File: config.mk
export PLATFORM = sky130hd
export DESIGN_NAME = victim_cache
export DESIGN_NICKNAME = d
export VERILOG_FILES = /design/src/rtl/vc_pkg.sv /design/src/rtl/vc_match.sv /design/src/rtl/vc_slot_sel.sv /design/src/rtl/victim_cache.sv
export SDC_FILE = /design/constraint.sdc
export NUM_CORES = 1
export LEC_CHECK = 0
export BUFFER_PORTS_ARGS = -buffer_cell sky130_fd_sc_hd__buf_2
export CAP_MARGIN = 20
export CELL_PAD_IN_SITES_DETAIL_PLACEMENT = 2
export CELL_PAD_IN_SITES_GLOBAL_PLACEMENT = 2
export CORE_ASPECT_RATIO = 1.1
export CORE_MARGIN = 2
export CORE_UTILIZATION = 35
export CTS_CLUSTER_DIAMETER = 30
export DETAILED_ROUTE_END_ITERATION = 16
export PLACE_DENSITY = 0.75
export REMOVE_ABC_BUFFERS = 1
export SLEW_MARGIN = 30
export SYNTH_ARGS = -nofsm -noshare
export SYNTH_HDL_FRONTEND = slang
export SYNTH_SLANG_ARGS = --single-unit
export TNS_END_PERCENT = 30
File: constraint.sdc
create_clock -name clk -period 25.6 [get_ports clk]
set_input_delay 2.56 -clock clk [delete_from_list [all_inputs] [get_ports clk]]
set_output_delay 2.56 -clock clk [all_outputs]
set_load 0.02 [all_outputs]
File: src/rtl/vc_pkg.sv
package vc_pkg;
    // Classification of what one cycle does to the buffer
    typedef enum logic [2:0] {
        VC_IDLE,     // nothing stored changes
        VC_TAKE,     // hit, line leaves the buffer
        VC_SWAP,     // hit and displaced line trade places
        VC_FILL,     // displaced line enters a free entry
        VC_REPLACE   // displaced line overwrites the pointed entry
    } vc_op_e;
endpackage

File: src/rtl/vc_match.sv
module vc_match #(
    parameter int N      = 4,
    parameter int ADDR_W = 26,
    localparam int IDX_W = $clog2(N)
) (
    input  logic              clk,
    input  logic              rst_n,
    input  logic [N-1:0]      valid,
    input  logic [ADDR_W-1:0] tags [N],
    input  logic [ADDR_W-1:0] addr,
    output logic              hit,
    output logic [IDX_W-1:0]  hit_idx
);
    logic [N-1:0] match;

    // one comparator per entry, all evaluated together
    for (genvar g = 0; g < N; g++) begin : g_cmp
        assign match[g] = valid[g] && (tags[g] == addr);
    end

    always_comb begin
        hit_idx = '0;
        for (int i = N - 1; i >= 0; i--) begin
            if (match[i]) hit_idx = IDX_W'(i);
        end
    end
    assign hit = |match;

    // a line address lives in at most one entry
    AST_MATCH_UNIQUE: assert property (@(posedge clk) disable iff (!rst_n)
        $onehot0(match));
endmodule

File: src/rtl/vc_slot_sel.sv
module vc_slot_sel #(
    parameter int N      = 4,
    localparam int IDX_W = $clog2(N)
) (
    input  logic [N-1:0]     valid,
    input  logic [IDX_W-1:0] ptr,
    output logic             free_any,
    output logic [IDX_W-1:0] slot
);
    logic [IDX_W-1:0] free_idx;

    always_comb begin
        free_idx = '0;
        for (int i = N - 1; i >= 0; i--) begin
            if (!valid[i]) free_idx = IDX_W'(i);
        end
    end
    assign free_any = ~&valid;
    assign slot     = free_any ? free_idx : ptr;
endmodule

File: src/rtl/victim_cache.sv
module victim_cache #(
    parameter int N      = 4,
    parameter int ADDR_W = 26,
    parameter int LINE_W = 64
) (
    input  logic              clk,
    input  logic              rst_n,
    input  logic              evict_valid,
    input  logic [ADDR_W-1:0] evict_addr,
    input  logic [LINE_W-1:0] evict_data,
    input  logic              evict_dirty,
    input  logic              lkp_valid,
    input  logic [ADDR_W-1:0] lkp_addr,
    output logic              lkp_hit,
    output logic [LINE_W-1:0] lkp_data,
    output logic              lkp_dirty,
    output logic              fetch_req,
    output logic [ADDR_W-1:0] fetch_addr,
    output logic              wb_valid,
    output logic [ADDR_W-1:0] wb_addr,
    output logic [LINE_W-1:0] wb_data
);
    import vc_pkg::*;

    localparam int IDX_W = $clog2(N);
    localparam int CNT_W = $clog2(N + 1);

    typedef struct packed {
        logic [N-1:0]     valid;
        logic [N-1:0]     dirty;
        logic [IDX_W-1:0] ptr;
        logic             wb_valid;
    } ctrl_t;

    ctrl_t             ctrl_d, ctrl_q;
    logic [ADDR_W-1:0] tag_d [N];
    logic [ADDR_W-1:0] tag_q [N];
    logic [LINE_W-1:0] data_d [N];
    logic [LINE_W-1:0] data_q [N];
    logic [ADDR_W-1:0] wb_addr_d, wb_addr_q;
    logic [LINE_W-1:0] wb_data_d, wb_data_q;

    logic             match_hit;
    logic [IDX_W-1:0] hit_idx;
    logic             free_any;
    logic [IDX_W-1:0] slot;
    vc_op_e           op;

    vc_match #(.N(N), .ADDR_W(ADDR_W)) u_match (
        .clk     (clk),
        .rst_n   (rst_n),
        .valid   (ctrl_q.valid),
        .tags    (tag_q),
        .addr    (lkp_addr),
        .hit     (match_hit),
        .hit_idx (hit_idx)
    );

    vc_slot_sel #(.N(N)) u_sel (
        .valid    (ctrl_q.valid),
        .ptr      (ctrl_q.ptr),
        .free_any (free_any),
        .slot     (slot)
    );

    always_comb begin
        if (lkp_valid && match_hit)
            op = evict_valid ? VC_SWAP : VC_TAKE;
        else if (evict_valid)
            op = free_any ? VC_FILL : VC_REPLACE;
        else
            op = VC_IDLE;

        ctrl_d          = ctrl_q;
        ctrl_d.wb_valid = 1'b0;
        tag_d           = tag_q;
        data_d          = data_q;
        wb_addr_d       = wb_addr_q;
        wb_data_d       = wb_data_q;

        unique case (op)
            VC_TAKE: ctrl_d.valid[hit_idx] = 1'b0;
            VC_SWAP: begin
                tag_d[hit_idx]        = evict_addr;
                data_d[hit_idx]       = evict_data;
                ctrl_d.dirty[hit_idx] = evict_dirty;
            end
            VC_FILL: begin
                tag_d[slot]        = evict_addr;
                data_d[slot]       = evict_data;
                ctrl_d.dirty[slot] = evict_dirty;
                ctrl_d.valid[slot] = 1'b1;
            end
            VC_REPLACE: begin
                if (ctrl_q.dirty[slot]) begin
                    ctrl_d.wb_valid = 1'b1;
                    wb_addr_d       = tag_q[slot];
                    wb_data_d       = data_q[slot];
                end
                tag_d[slot]        = evict_addr;
                data_d[slot]       = evict_data;
                ctrl_d.dirty[slot] = evict_dirty;
                ctrl_d.ptr = (ctrl_q.ptr == IDX_W'(N - 1)) ? '0 : ctrl_q.ptr + 1'b1;
            end
            default: ;
        endcase
    end

    always_ff @(posedge clk or negedge rst_n) begin
        if (!rst_n) ctrl_q <= '0;
        else        ctrl_q <= ctrl_d;
    end

    always_ff @(posedge clk) begin
        tag_q     <= tag_d;
        data_q    <= data_d;
        wb_addr_q <= wb_addr_d;
        wb_data_q <= wb_data_d;
    end

    assign lkp_hit    = lkp_valid && match_hit;
    assign lkp_data   = data_q[hit_idx];
    assign lkp_dirty  = lkp_hit && ctrl_q.dirty[hit_idx];
    assign fetch_req  = lkp_valid && !match_hit;
    assign fetch_addr = lkp_addr;
    assign wb_valid   = ctrl_q.wb_valid;
    assign wb_addr    = wb_addr_q;
    assign wb_data    = wb_data_q;

    logic [CNT_W-1:0] n_valid;
    assign n_valid = CNT_W'($countones(ctrl_q.valid));

    AST_NO_FETCH_ON_HIT: assert property (@(posedge clk) disable iff (!rst_n)
        lkp_hit |-> !fetch_req);
    AST_TAKE_SHRINKS: assert property (@(posedge clk) disable iff (!rst_n)
        (lkp_hit && !evict_valid) |=> n_valid == $past(n_valid) - 1'b1);
    AST_SWAP_KEEPS: assert property (@(posedge clk) disable iff (!rst_n)
        (lkp_hit && evict_valid) |=> (n_valid == $past(n_valid)) && !wb_valid);
    AST_FILL_GROWS: assert property (@(posedge clk) disable iff (!rst_n)
        (evict_valid && !lkp_hit && n_valid < CNT_W'(N))
        |=> (n_valid == $past(n_valid) + 1'b1) && !wb_valid);
    AST_FULL_STAYS: assert property (@(posedge clk) disable iff (!rst_n)
        (evict_valid && !lkp_hit && n_valid == CNT_W'(N)) |=> n_valid == CNT_W'(N));
    AST_WB_CAUSE: assert property (@(posedge clk) disable iff (!rst_n)
        wb_valid |-> $past(evict_valid) && $past(n_valid) == CNT_W'(N));
    AST_IDLE_HOLDS: assert property (@(posedge clk) disable iff (!rst_n)
        (!lkp_valid && !evict_valid) |=> $stable(ctrl_q.valid));
endmodule

==> results of run 1 <==
[worst paths after layout]
path	endpoint	slack, ns	start
min reg2reg	ctrl_q[2]	0.55	ctrl_q[2]
max in group asynchronous	ctrl_q[1]	23.54	rst_n
min in group asynchronous	ctrl_q[10]	1.81	rst_n
max	lkp_data[31]	16.47	lkp_addr[1]
max reg2reg	data_q[12]	20.37	tag_q[1]
min	ctrl_q[2]	0.55	ctrl_q[2]
[metrics by stage]
step                worst slack, ns  std cells  total power [mW]  hold WS (ns)
floorplan                     12.01       1375              2.06         0.476
global placement              16.97       2540              2.43         0.528
detailed placement            16.84       2541              2.49         0.539
CTS                           16.71       2747              3.87         0.564
global route                  16.43       2749              3.99         0.581
finish                        16.47       2750              3.83         0.553
[critical path, delay by kind of cell]
family	cells	cell delay (ns)
compound gates	2	0.41
simple gates	4	1.71
buf+inv	4	1.46
xor+xnor	1	0.34
[layer usage]
metal	GRT usage [%]	part of all wire (%)	wire (um)
met4	8.19	2.7	2110
met5	0	0.090	71
met3	5.37	6.2	4920
met2	43.1	52	40900
met1	28.3	39	30900
[state kept, by name (all words and copies together) (netlist names)]
register	flops
wb_addr	26
tag_q	104
data_q	256
ctrl_q	10
wb_valid	1
wb_data	64
[cells by family (layout without fill, tap and decap cells)]
family | after synthesis | count (layout) | share of synthesized area [%]
AO/OA/AOI/OAI | 157 | 157 | 4.65
XOR/XNOR | 104 | 104 | 4.12
adder cells (fa/ha/maj) | 1 | 1 | 0.0566
buffers and inverters | 132 | 546 | 2.83
flip-flops | 461 | 461 | 62.4
multiplexers | 160 | 160 | 12.4
other | 0 | 3 | 0
AND/OR/NAND/NOR | 485 | 485 | 13.5
[layout make-up]
class	count	share of cell area (%)
Tap cell	833	3.71
Clock inverter	73	2.64
Clock buffer	133	10.3
Multi-Input combinational cell	907	27.9
Timing Repair Buffer	333	6.26
Sequential cell	461	49.1
Antenna cell	3	0.0267
Inverter	7	0.0935
[layout by cell type (no fill, tap or decap), types with 11 or more instances in the layout]
cell       instances
edfxtp_1         450
and2_1           362
buf_2            304
clkbuf_16        110
mux4_2            91
xnor2_1           80
o21ai_0           68
a22oi_1           65
mux2i_1           65
nand4_1           47
buf_4             28
xor2_1            24
clkinv_1          23
clkinv_2          21
nor2_1            18
clkbuf_1          18
nand2_1           12
bufinv_16         12
dfrtp_1           11
[where the power goes]
part / leakage (nW) / total (mW) / internal, mW / switching [mW]
Sequential: 4.37 / 1.33 / 1.20 / 0.125
Clock: 1.76 / 1.36 / 0.915 / 0.447
Combinational: 3.85 / 1.14 / 0.413 / 0.729
Total: 9.97 / 3.83 / 2.53 / 1.30
==> flow_summary.json, run 1 <==
{
  "post-route-util_pct": 45.0,
  "vias": 15072,
  "holdPathStages": 1,
  "htree_levels": 3,
  "worstPathMaxFanout": 48,
  "drtIter0Drc": 950,
  "die_w_um": 244,
  "hold_class": "reg2reg",
  "cts_hold_buf": 0,
  "period_share_pct": 35.7,
  "cts_tree": "done",
  "nNetsFinal": 1942,
  "finalInstanceArea_um2": 28100,
  "synth.cell_area_um2": 22100,
  "final_layout_size_suffix_gt1_share_pct": 32.0,
  "grt_usage_pct": 24.0,
  "nFillCells": 6079,
  "synth.largest_area_cell": "edfxtp_1",
  "synth.avg_cell_area_um2": 14.7,
  "io_pins": 305,
  "final_max_slew_viol_count": 0,
  "cp.arrival_ns": 6.57,
  "firstDrtPassIters": 5,
  "seqCellArea_um2": 13800,
  "yosysMostFrequentCell": "edfxtp_1",
  "die_area_um2": 65100,
  "routed_wirelength_um": 78900,
  "routabilityCongestion": 0.894,
  "drv_cap": 0,
  "drc": 0,
  "rsz0062_at_grt": "false",
  "synth-async-reset-ratio_pct": 2.39,
  "grt_pass1_wl_um": 115000,
  "rr_worst_depth": 10,
  "yosys_warnings": 0,
  "synthTopCellsByCount": "edfxtp_1, and2_1, mux4_2",
  "cp.required_ns": 23.04,
  "cp_cell_sequence": "buf_2 > xnor2_1 > nand4_1 > nor4_1 > nand4_1 > nor4b_4 > buf_4 > buf_4 > a22oi_1 > o21ai_0 > buf_2",
  "cts_inserted_buffers": 110,
  "tns_ns": 0,
  "max_freq_ghz": 0.109,
  "via_per_inst": 5.48,
  "ys.flop_type": "edfxtp_1",
  "io_buffers": 304,
  "multi_input_area_um2": 7840,
  "p_leak_nw": 9.97,
  "placementRows": 96,
  "cts.sinks": 461,
  "ant_nets": 0,
  "netlist_instances": 1500,
  "max_stage_delay_ns": 0.68,
  "relSlewSlack_pct": 32.4,
  "synth_edf_count": 450,
  "antenna_found_initial": 13,
  "clock-skew-final_ns": 0.0311,
  "setup_viol": 0,
  "ys_top_cells_by_area": "edfxtp_1, and2_1, mux4_2, xnor2_1, mux2i_1",
  "gr-total-overflow": 0,
  "coreArea_um2": 62500,
  "crit_path_end_kind": "primary output",
  "grt_pass1_vias": 17036,
  "path_class": "in2out",
  "synth_top_area_share_pct": 61.2,
  "finalHoldViolations": 0,
  "clock_tree.buffer_depth": 3,
  "ys_ff_latch": 461,
  "postCtsSetupBuffers": 0,
  "clock_latency_ns": 0.65,
  "dpl-instance-area_um2": 24500,
  "wl_per_cell_um": 28.7,
  "root_buffer": "clkbuf_16",
  "path_clk_slew_ns": 0.04,
  "crit_slowest_cell": "nor4_1",
  "max_slew.worst_pin.slew_ns": 1.01,
  "crit_path_start_kind": "primary input",
  "fp.dieH_um": 267,
  "areaGrowthSynthToFinish_pct": 27.2,
  "ys_types": 53,
  "grt_max_degree": 68,
  "start_util_pct": 35.4,
  "finalCriticalPeriod_ns": 9.13,
  "power_density_nw_per_um2": 136,
  "dp_hpwl_um": 48400,
  "cts_resized": 0,
  "ir_drop_mv": 0.0689,
  "outcome": "finished clean",
  "seq_area_frac_synth_pct": 62.4
}
(Power assumes the default switching activity.)
==> run 2, diff against run 1 <==
- ABC_AREA: not set -> 1
- PLACE_DENSITY: 0.75 -> 0.83
- clock period: 25.6 -> 8.6 ns (I/O delays scaled with it)
==> run 2 against run 1 <==
  * Cell area is 6.3% higher
  * Power rose to 3.6 times the previous value
  * Synthesized cell count grew 73%
  * Die area is 8.4% higher
  * Via count grew 43%
  * Sequential cell count stayed put
  * Global-route usage rose by 7.4 points
  * Routed wire length grew 41%
  * Utilization shrank 0.86 points
  * Clock power grew to 3.3 times the previous value
  * Non-clock buffer count is 5 lower
  * Critical endpoint is now lkp_data[52]
  * Largest power group is now combinational cells
==> flow_summary.json, run 2 <==
{
  "htree_levels": 3,
  "setup_viol": 0,
  "vias": 21538,
  "max_freq_ghz": 0.192,
  "grt_pass1_vias": 24172,
  "grt_pass1_wl_um": 163000,
  "relSlewSlack_pct": 29.4,
  "cts_hold_buf": 0,
  "dp_hpwl_um": 69500,
  "cts.sinks": 461,
  "clock_tree.buffer_depth": 3,
  "synth-async-reset-ratio_pct": 2.39,
  "cp_num_cells": 12,
  "rsz0062_at_grt": "false",
  "finalHoldViolations": 0,
  "ys.flop_type": "edfxtp_1",
  "synth_top_area_share_pct": 56.4,
  "drtIter0Drc": 1881,
  "grt_usage_pct": 31.4,
  "cp_cell_sequence": "xnor2_1 > nand3_1 > nor2_1 > nand3_1 > nor2_1 > nand3_1 > nand2_4 > buf_4 > nand2_1 > o211ai_1 > nand2_1 > buf_2",
  "clock-skew-final_ns": 0.0321,
  "io_pins": 305,
  "grt_max_degree": 81,
  "gr-total-overflow": 0,
  "cts_tree": "done",
  "firstDrtPassIters": 5,
  "start_util_pct": 35.4,
  "crit_path_end_kind": "primary output",
  "worstPathMaxFanout": 80,
  "coreArea_um2": 67700,
  "crit_path_start_kind": "flop",
  "largest_reg_flops": 256,
  "p_leak_nw": 12.8,
  "path_delay_family": "simple AND/OR/NAND/NOR gates",
  "crit_buf_inv": 2,
  "cts_resized": 0,
  "drv_cap": 0,
  "ys_ff_latch": 461,
  "die_w_um": 254,
  "final_layout_size_suffix_gt1_share_pct": 18.4,
  "synth.cell_area_um2": 24000,
  "place_inst": 3686,
  "regMostFlops": "data_q",
  "ir_drop_mv": 0.294,
  "synth.largest_area_cell": "edfxtp_1",
  "ant_nets": 0,
  "antenna_found_initial": 5,
  "max_slew.worst_pin.slew_ns": 1.06,
  "io_buffers": 304,
  "hold_class": "in2async",
  "crit_slowest_cell": "buf_4",
  "dpl-instance-area_um2": 26000,
  "finalCriticalPeriod_ns": 5.22,
  "areaGrowthSynthToFinish_pct": 24.6,
  "ys_top_cells_by_area": "edfxtp_1, nand2_1, inv_1, nor2_1, o221ai_1",
  "cp.required_ns": 7.74,
  "postCtsSetupBuffers": 0,
  "period_share_pct": 60.7,
  "cts_inserted_buffers": 108,
  "yosysMostFrequentCell": "nand2_1",
  "ys_types": 33,
  "fp.dieH_um": 278,
  "pre_cts_ws_ns": 3.42,
  "final_cell_mix": "nand2_1, inv_1, edfxtp_1",
  "max_stage_delay_ns": 0.78,
  "finalInstanceArea_um2": 29900,
  "nFillCells": 7222,
  "outcome": "finished clean",
  "wl_per_cell_um": 28.6,
  "yosys_warnings": 0,
  "clock_latency_ns": 0.66,
  "nNetsFinal": 3000,
  "tns_ns": 0,
  "fin_cells": 3887,
  "layout_commonest_cell": "nand2_1",
  "synth_edf_count": 450,
  "cp.arrival_ns": 4.36,
  "setup_ws_ns": 3.38,
  "power_density_nw_per_um2": 461,
  "drc": 0,
  "crit_top_cell": "nand3_1",
  "path_clk_slew_ns": 0.04,
  "synthTopCellsByCount": "nand2_1, inv_1, edfxtp_1",
  "via_per_inst": 5.54,
  "die_area_um2": 70600,
  "seq_area_frac_synth_pct": 57.5,
  "path_class": "reg2out",
  "rr_worst_depth": 11,
  "final_max_slew_viol_count": 0,
  "root_buffer": "clkbuf_16",
  "synth.avg_cell_area_um2": 9.25,
  "routed_wirelength_um": 111000,
  "placementRows": 100,
  "netlist_instances": 2591,
  "num_antenna_cells": 0,
  "routabilityCongestion": 0.952
}
run 2: power breakdown:
| group | switching (mW) | internal, mW |
|---|---|---|
| combinational | 3.98 | 1.30 |
| sequential | 0.401 | 3.65 |
| clock | 1.43 | 3.01 |
run 2: metrics by stage:
| step | hold WS, ns | total power [mW] | utilization [%] |
|---|---|---|---|
| after floorplan | 0.442 | 6.72 | - |
| after global placement | 0.456 | 8.88 | 38.3 |
| after detailed placement | 0.486 | 9.13 | 38.4 |
| after CTS | 0.0786 | 13.8 | 44.1 |
| after global routing | 0.0947 | 14.2 | 44.1 |
| final | 0.105 | 13.8 | 44.1 |
run 2: layer usage:
metal	GRT usage [%]	share of wire [%]
met5	0	0.045
met4	12.4	3.6
met3	4.95	5.9
met2	56.0	52
met1	37.5	39
run 2: logic make-up (layout without fill, tap and decap cells):
| logic type | after synthesis | count (layout) | synth area share (%) |
|---|---|---|---|
| and+or+nand+nor | 1033 | 1033 | 17.4 |
| buffers and inverters | 636 | 1014 | 11.5 |
| DFF | 461 | 461 | 57.5 |
| AOI/OAI and AO/OA | 425 | 425 | 12.2 |
| xor gates and xnor gates | 35 | 35 | 1.28 |
| adders and majority gates | 1 | 1 | 0.0522 |
run 2: cell type report:
cell class | count | area, um2 | share of cell area (%)
Tap cell | 918 | 1150 | 3.85
Timing Repair Buffer | 328 | 1750 | 5.84
Inverter | 485 | 1840 | 6.16
Clock buffer | 120 | 2750 | 9.20
Clock inverter | 81 | 1130 | 3.77
Sequential cell | 461 | 13800 | 46.2
Multi-Input combinational cell | 1494 | 7470 | 25.0
run 2: worst paths after layout:
| path | start | endpoint | slack [ns] |
|---|---|---|---|
| worst max-delay path | tag_q[22] | lkp_data[52] | 3.38 |
| worst min-delay path | rst_n | ctrl_q[5] | 0.10 |
| worst max register to register | ctrl_q[8] | tag_q[69] | 3.57 |
| worst min register to register | ctrl_q[3] | ctrl_q[3] | 0.49 |
| max in group asynchronous | rst_n | ctrl_q[9] | 8.24 |
| min in group clk | ctrl_q[3] | ctrl_q[3] | 0.49 |
run 2: worst register-to-register path, cell delays in order, from the launching register on:
cell and delay (ns):
dfrtp_1 0.49, nand2_1 0.12, nor2_1 0.20, nand2_1 0.08
nand2_1 0.20, nand2_1 0.28, clkinv_2 0.73, nand3_4 0.61
nand2_1 0.34, nand2_1 0.15, inv_4 0.64, buf_4 0.77
